==> config.mk <==
export PLATFORM = sky130hd
export DESIGN_NAME = cp_speedup_ctrl
export DESIGN_NICKNAME = d
export VERILOG_FILES = /design/src/rtl/cp_speedup_pkg.sv /design/src/rtl/cp_boost_shift.sv /design/src/rtl/cp_aux_scale.sv /design/src/rtl/cp_code_reg.sv /design/src/rtl/cp_speedup_ctrl.sv
export SDC_FILE = /design/constraint.sdc
export NUM_CORES = 1
export LEC_CHECK = 0
export BUFFER_PORTS_ARGS = -buffer_cell sky130_fd_sc_hd__buf_2
export CAP_MARGIN = 0
export CORE_MARGIN = 2
export CORE_UTILIZATION = 50
export DETAILED_ROUTE_END_ITERATION = 8
export HOLD_SLACK_MARGIN = 0.06
export PLACE_DENSITY = 0.74
export SKIP_CTS_REPAIR_TIMING = 1
export SLEW_MARGIN = 20
export SYNTH_ARGS = -nofsm -noshare
export SYNTH_HDL_FRONTEND = slang
export SYNTH_SLANG_ARGS = --single-unit
==> constraint.sdc <==
create_clock -name clk -period 4.1 [get_ports clk]
set_input_delay 0.205 -clock clk [delete_from_list [all_inputs] [get_ports clk]]
set_output_delay 0.205 -clock clk [all_outputs]
set_load 0.01 [all_outputs]
==> src/rtl/cp_speedup_pkg.sv <==
// Shared definitions for the speed-up charge pump controller.
// Assumes: default widths are used unless the top module overrides them.
package cp_speedup_pkg;
    localparam int unsigned CN_W_DEF = 8;
    localparam int unsigned L_W_DEF  = 2;
    localparam int unsigned K_W_DEF  = 3;

    typedef enum logic {
        PUMP_NORMAL = 1'b0,
        PUMP_BOOST  = 1'b1
    } pump_mode_e;
endpackage

==> src/rtl/cp_boost_shift.sv <==
// Selects the proportional code: cn in normal mode, or cn shifted left by
// (l + 1) in boost mode.
// Assumes: OUT_W >= CN_W + 2**L_W, so the largest shift never overflows.
module cp_boost_shift
    import cp_speedup_pkg::*;
#(
    parameter int unsigned CN_W  = CN_W_DEF,
    parameter int unsigned L_W   = L_W_DEF,
    parameter int unsigned OUT_W = CN_W + (1 << L_W)
) (
    input  pump_mode_e        mode,
    input  logic [CN_W-1:0]   cn,
    input  logic [L_W-1:0]    l,
    output logic [OUT_W-1:0]  code
);
    localparam int unsigned NUM_GAIN = 1 << L_W;

    logic [OUT_W-1:0] cand [NUM_GAIN];

    // One candidate per gain setting.
    for (genvar i = 0; i < NUM_GAIN; i++) begin : g_gain
        assign cand[i] = OUT_W'(cn) << (i + 1);
    end

    // Picks the normal or the boosted code.
    always_comb begin
        if (mode == PUMP_BOOST) begin
            code = cand[l];
        end else begin
            code = OUT_W'(cn);
        end
    end
endmodule

==> src/rtl/cp_aux_scale.sv <==
// Derives the enable and the code of the integral-path pump from the
// proportional code: K times that code in boost mode, and off otherwise.
// Assumes: OUT_W >= IN_W + K_W.
module cp_aux_scale
    import cp_speedup_pkg::*;
#(
    parameter int unsigned IN_W  = 12,
    parameter int unsigned K_W   = K_W_DEF,
    parameter int unsigned OUT_W = IN_W + K_W
) (
    input  pump_mode_e        mode,
    input  logic [IN_W-1:0]   prop_in,
    input  logic [K_W-1:0]    k,
    output logic              en,
    output logic [OUT_W-1:0]  code
);
    // The second pump runs only in boost mode.
    always_comb begin
        if (mode == PUMP_BOOST) begin
            en   = 1'b1;
            code = OUT_W'(prop_in) * OUT_W'(k);
        end else begin
            en   = 1'b0;
            code = '0;
        end
    end
endmodule

==> src/rtl/cp_code_reg.sv <==
// Output register stage. All codes update together on one edge.
// Assumes: synchronous active-low reset.
module cp_code_reg #(
    parameter int unsigned PROP_W = 12,
    parameter int unsigned AUX_W  = 15
) (
    input  logic              clk,
    input  logic              rst_n,
    input  logic [PROP_W-1:0] prop_d,
    input  logic [AUX_W-1:0]  aux_d,
    input  logic              en_d,
    output logic [PROP_W-1:0] prop_q,
    output logic [AUX_W-1:0]  aux_q,
    output logic              en_q
);
    // Captures the complete code set, or clears it on reset.
    always_ff @(posedge clk) begin
        if (!rst_n) begin
            prop_q <= '0;
            aux_q  <= '0;
            en_q   <= 1'b0;
        end else begin
            prop_q <= prop_d;
            aux_q  <= aux_d;
            en_q   <= en_d;
        end
    end
endmodule

==> src/rtl/cp_speedup_ctrl.sv <==
// Top level of the speed-up charge pump controller. The load strobe selects
// boost mode directly. The codes are computed combinationally and then
// registered once.
// Assumes: the strobe is synchronous to clk.
module cp_speedup_ctrl
    import cp_speedup_pkg::*;
#(
    parameter int unsigned CN_W = CN_W_DEF,
    parameter int unsigned L_W  = L_W_DEF,
    parameter int unsigned K_W  = K_W_DEF,
    localparam int unsigned PROP_W = CN_W + (1 << L_W),
    localparam int unsigned AUX_W  = PROP_W + K_W
) (
    input  logic              clk,
    input  logic              rst_n,
    input  logic              load_stb,
    input  logic [CN_W-1:0]   cn,
    input  logic [L_W-1:0]    spd_l,
    input  logic [K_W-1:0]    spd_k,
    output logic [PROP_W-1:0] prop_code,
    output logic [AUX_W-1:0]  aux_code,
    output logic              aux_en
);
    pump_mode_e        mode;
    logic [PROP_W-1:0] prop_d;
    logic [AUX_W-1:0]  aux_d;
    logic              en_d;

    // The strobe level is the mode; there is no timer.
    assign mode = load_stb ? PUMP_BOOST : PUMP_NORMAL;

    cp_boost_shift #(.CN_W(CN_W), .L_W(L_W), .OUT_W(PROP_W)) u_shift (
        .mode (mode),
        .cn   (cn),
        .l    (spd_l),
        .code (prop_d)
    );

    cp_aux_scale #(.IN_W(PROP_W), .K_W(K_W), .OUT_W(AUX_W)) u_aux (
        .mode    (mode),
        .prop_in (prop_d),
        .k       (spd_k),
        .en      (en_d),
        .code    (aux_d)
    );

    cp_code_reg #(.PROP_W(PROP_W), .AUX_W(AUX_W)) u_reg (
        .clk    (clk),
        .rst_n  (rst_n),
        .prop_d (prop_d),
        .aux_d  (aux_d),
        .en_d   (en_d),
        .prop_q (prop_code),
        .aux_q  (aux_code),
        .en_q   (aux_en)
    );
endmodule

==> results.md <==
Outcome:
- The flow ran to the end, and the final reports show no timing, DRC or antenna violations.

Floorplan:
- 44 I/O pins were placed.
- The die width is 67.1 um.
- The area of the core region is 3740 um^2.
- The die covers 4500 um^2.
- The starting utilization of the core area is 53.2%.
- After floorplanning, the core was divided into 22 placement rows.
- Measured along the y axis, the die boundary spans 67.1 um.

Routing:
- The post-route antenna net violation count is 0.
- The first-pass detailed-route iteration total is 4.
- Using the TritonRoute via totals, the vias-per-cell ratio works out to 5.25.
- The detailed router's first-iteration violation count is 90.
- The detailed-route DRC error count is 0.
- The routed wire length is 3870 um.
- The number of vias in the routed layout is 1676.
- After detailed routing, the average wire length per cell comes to 12.1 um.

Placement:
- Before CTS, the worst setup slack after placement is 0.420 ns.
- Once detailed placement completed, the half-perimeter wirelength came to 3120 um.
- Routability-driven placement finished with a final weighted congestion of 0.854.
- During placement, the flow inserted port buffers numbering 43.

Clocking:
- The number of buffers inserted during clock tree synthesis is 3.
- TritonCTS built the clock tree.
- The root buffer cell chosen for the clock tree is sky130_fd_sc_hd__clkbuf_8.
- Clock-pin slew was measured on the worst setup and hold paths at 0.09 ns.
- The clock net in this run drives a total of 28 sinks.
- The clock passes through at most 2 buffers.
- In this run the number of H-tree levels came out at 1.

Layout:
- The number of antenna diodes in the final layout is 0.
- The library cells used most frequently in the layout, excluding fill and tap cells, are sky130_fd_sc_hd__buf_2, sky130_fd_sc_hd__nand2_1, sky130_fd_sc_hd__dfxtp_1.
- In the final layout, the share of cells above drive strength 1 is 20.3%.
- The footprint of the flip-flops and latches is 561 um^2.
- For this run, the post-layout net count is 313.
- Leaving out fill and tap cells, the most frequent cell in the layout is sky130_fd_sc_hd__buf_2.
- Cells fill 60.8% of the core in the end.
- Relative to the synthesized area, the layout overhead comes to 14.4%.
- The number of inserted filler cells in the final layout is 366.
- The multi-input logic area is 1310 um^2.

Global routing:
- The largest net degree at the start of global routing is 19.
- In the global route stage, met1 resource usage came out at 24.3%.
- For met3 alone, demand over resource in global routing was 2.53%.
- The global-route wire length before repair is 6470 um.
- The met2 track utilization from global routing is 32.3%.
- Global routing used 18.7% of the available tracks.
- The via count of the first global-routing pass is 1530.
- The remaining global-route overflow is 0.
- The number of antenna violations at the first check in global routing was 0.
- The busiest metal layer after global routing is met2.

STA:
- Hold timing on the final database bottoms out at a slack of 0.303 ns.
- The number of failing hold endpoints at the final stage was 0.
- The final worst slack is 0.678 ns.
- Setup repair after global routing left no endpoint under its margin.
- For the finished layout, the period the worst path requires is 3.42 ns.
- The number of pins with negative max-slew slack in the final report is 0.
- The share of the cycle needed by the critical path after routing is 83.5%.
- Derived from the worst setup path, the maximum achievable clock frequency is 0.292 GHz.
- Setup violations remaining at the end of the flow were counted as 0.
- The total negative slack for setup checks is 0 ns.

Hold path:
- The path class of the tightest hold or removal check is in2reg.

Worst setup path:
- Data on the critical path is required at its endpoint by 4.26 ns.
- Data on the critical path arrives at its endpoint at 3.58 ns.
- The top fanout value on the critical path is 16.
- STA classifies the critical path endpoint as a flop.
- STA classifies the critical path startpoint as a primary input.
- The class of the most critical setup path is in2reg.

Power and ir drop:
- The leakage dissipation is 1.21 nW.
- The overall power consumption is 0.695 mW.
- The internal power of the cells totals 0.473 mW.
- Registers are responsible for 42.2% of the overall power.
- The combinational share of power is 33.7%.
- Summed over all nets, the switching power comes to 0.222 mW.
- In this run, the clock network consumes 24.1% of the power.
- The worst supply voltage drop on vdd is 139 uV.
- For this design the ratio of total power to cell area is 305 nW/um^2.
- The proportion of total power due to net switching is 32.0%.

Yosys:
- The number of enable-type register cells in the synthesized netlist is 0.
- In the post-synthesis netlist, the biggest area contributors are sky130_fd_sc_hd__dfxtp_1, sky130_fd_sc_hd__fa_1, sky130_fd_sc_hd__ha_1.
- The fraction of registers with async set or reset after synthesis is 0%.
- After synthesis the cells add up to 1990 um^2.
- For this run, the number of Yosys warnings is 0.
- The synthesized net count is 276.
- Sequential elements use 28.2% of the synthesized area.
- The number of synthesized register bits is 28.
- Averaged over all synthesized cells, the footprint is 8.47 um^2.
- The share of the synthesized area in the top cell type is 28.2%.
- The synthesized design spends more area on one cell type than any other, namely sky130_fd_sc_hd__dfxtp_1.
- The netlist uses 40 different library cells.
- For this run, the leading register cell type out of synthesis is sky130_fd_sc_hd__dfxtp_1.
- The cell count after synthesis is 235.

Job:
- The count of maximum capacitance violations is 0.
==> synthesized netlist by cell type, types with 3 or more instances <==
cell type / count
sky130_fd_sc_hd__inv_1: 21
sky130_fd_sc_hd__nor2_1: 15
sky130_fd_sc_hd__nor3_1: 3
sky130_fd_sc_hd__and2_1: 18
sky130_fd_sc_hd__o21ai_0: 6
sky130_fd_sc_hd__clkbuf_1: 9
sky130_fd_sc_hd__mux2_2: 5
sky130_fd_sc_hd__a31oi_1: 3
sky130_fd_sc_hd__nand2_1: 34
sky130_fd_sc_hd__mux2i_1: 9
sky130_fd_sc_hd__nor2b_1: 7
sky130_fd_sc_hd__a21oi_1: 6
sky130_fd_sc_hd__and3_1: 6
sky130_fd_sc_hd__fa_1: 11
sky130_fd_sc_hd__ha_1: 14
sky130_fd_sc_hd__a211oi_1: 3
sky130_fd_sc_hd__a21o_1: 4
sky130_fd_sc_hd__xor2_1: 3
sky130_fd_sc_hd__dfxtp_1: 28
sky130_fd_sc_hd__o21ai_1: 5
==> power groups by stage <==
stage          clock [mW]  combinational (mW)  sequential, mW
6_report            0.167               0.234           0.293
3_5_place_dp            0               0.233           0.300
5_1_grt             0.186               0.266           0.296
2_1_floorplan           0               0.162           0.311
4_1_cts             0.172               0.234           0.294
3_3_place_gp            0               0.232           0.300
==> flip-flops by register name (all words and copies together) (netlist names) <==
register and cells:
u_reg.en_q 1, u_reg.prop_q 12, u_reg.aux_q 15
==> layer usage <==
layer | vias up | part of all wire, %
li1 | 854 | -
met1 | 776 | 47
met2 | 42 | 48
met3 | 4 | 4.7
met4 | 0 | 1.1
met5 | - | 0
==> cells by family (layout without fill, tap and decap cells) <==
family,after synthesis,in the layout,synth area share [%]
simple gates,90,90,22.1
compound gates,39,39,13.5
buf+inv,32,68,6.16
flops,28,28,28.2
fa+ha+maj,25,25,19.9
mux,15,15,7.92
xor+xnor,5,5,2.20
other cells,1,1,0.188
==> final timing paths <==
kind                      from  cells after the start                          to  slack [ns]
worst max-delay path  spd_l[0]                     13  u_reg.aux_q[14]$_SDFF_PN0_        0.68
worst min-delay path     rst_n                      2  u_reg.prop_q[1]$_SDFF_PN0_        0.30
==> critical path, stage by stage <==
cell and delay, ns:
sky130_fd_sc_hd__buf_2 0.26, sky130_fd_sc_hd__mux2i_1 0.23, sky130_fd_sc_hd__nor2_1 0.05, sky130_fd_sc_hd__mux2_2 0.30
sky130_fd_sc_hd__and2_1 0.18, sky130_fd_sc_hd__fa_1 0.43, sky130_fd_sc_hd__ha_1 0.26, sky130_fd_sc_hd__fa_1 0.44
sky130_fd_sc_hd__a211oi_2 0.26, sky130_fd_sc_hd__o21bai_1 0.15, sky130_fd_sc_hd__a221o_1 0.39, sky130_fd_sc_hd__a2111oi_2 0.36
sky130_fd_sc_hd__nor2_1 0.08
==> through the flow <==
step | instance area [um^2] | instances
floorplan | 1990 | 235
global placement | 2220 | 315
detailed placement | 2220 | 315
CTS | 2280 | 319
global route | 2280 | 319
finish | 2280 | 319
==> cell type report <==
cell class / count / area share (%)
well taps: 48 / 2.64
multi-input cells: 175 / 57.4
inverters: 21 / 3.46
clock buffers: 4 / 2.42
repair buffers: 43 / 9.45
flip-flops and latches: 28 / 24.6
No activity file was read; power rests on OpenSTA's default activity.
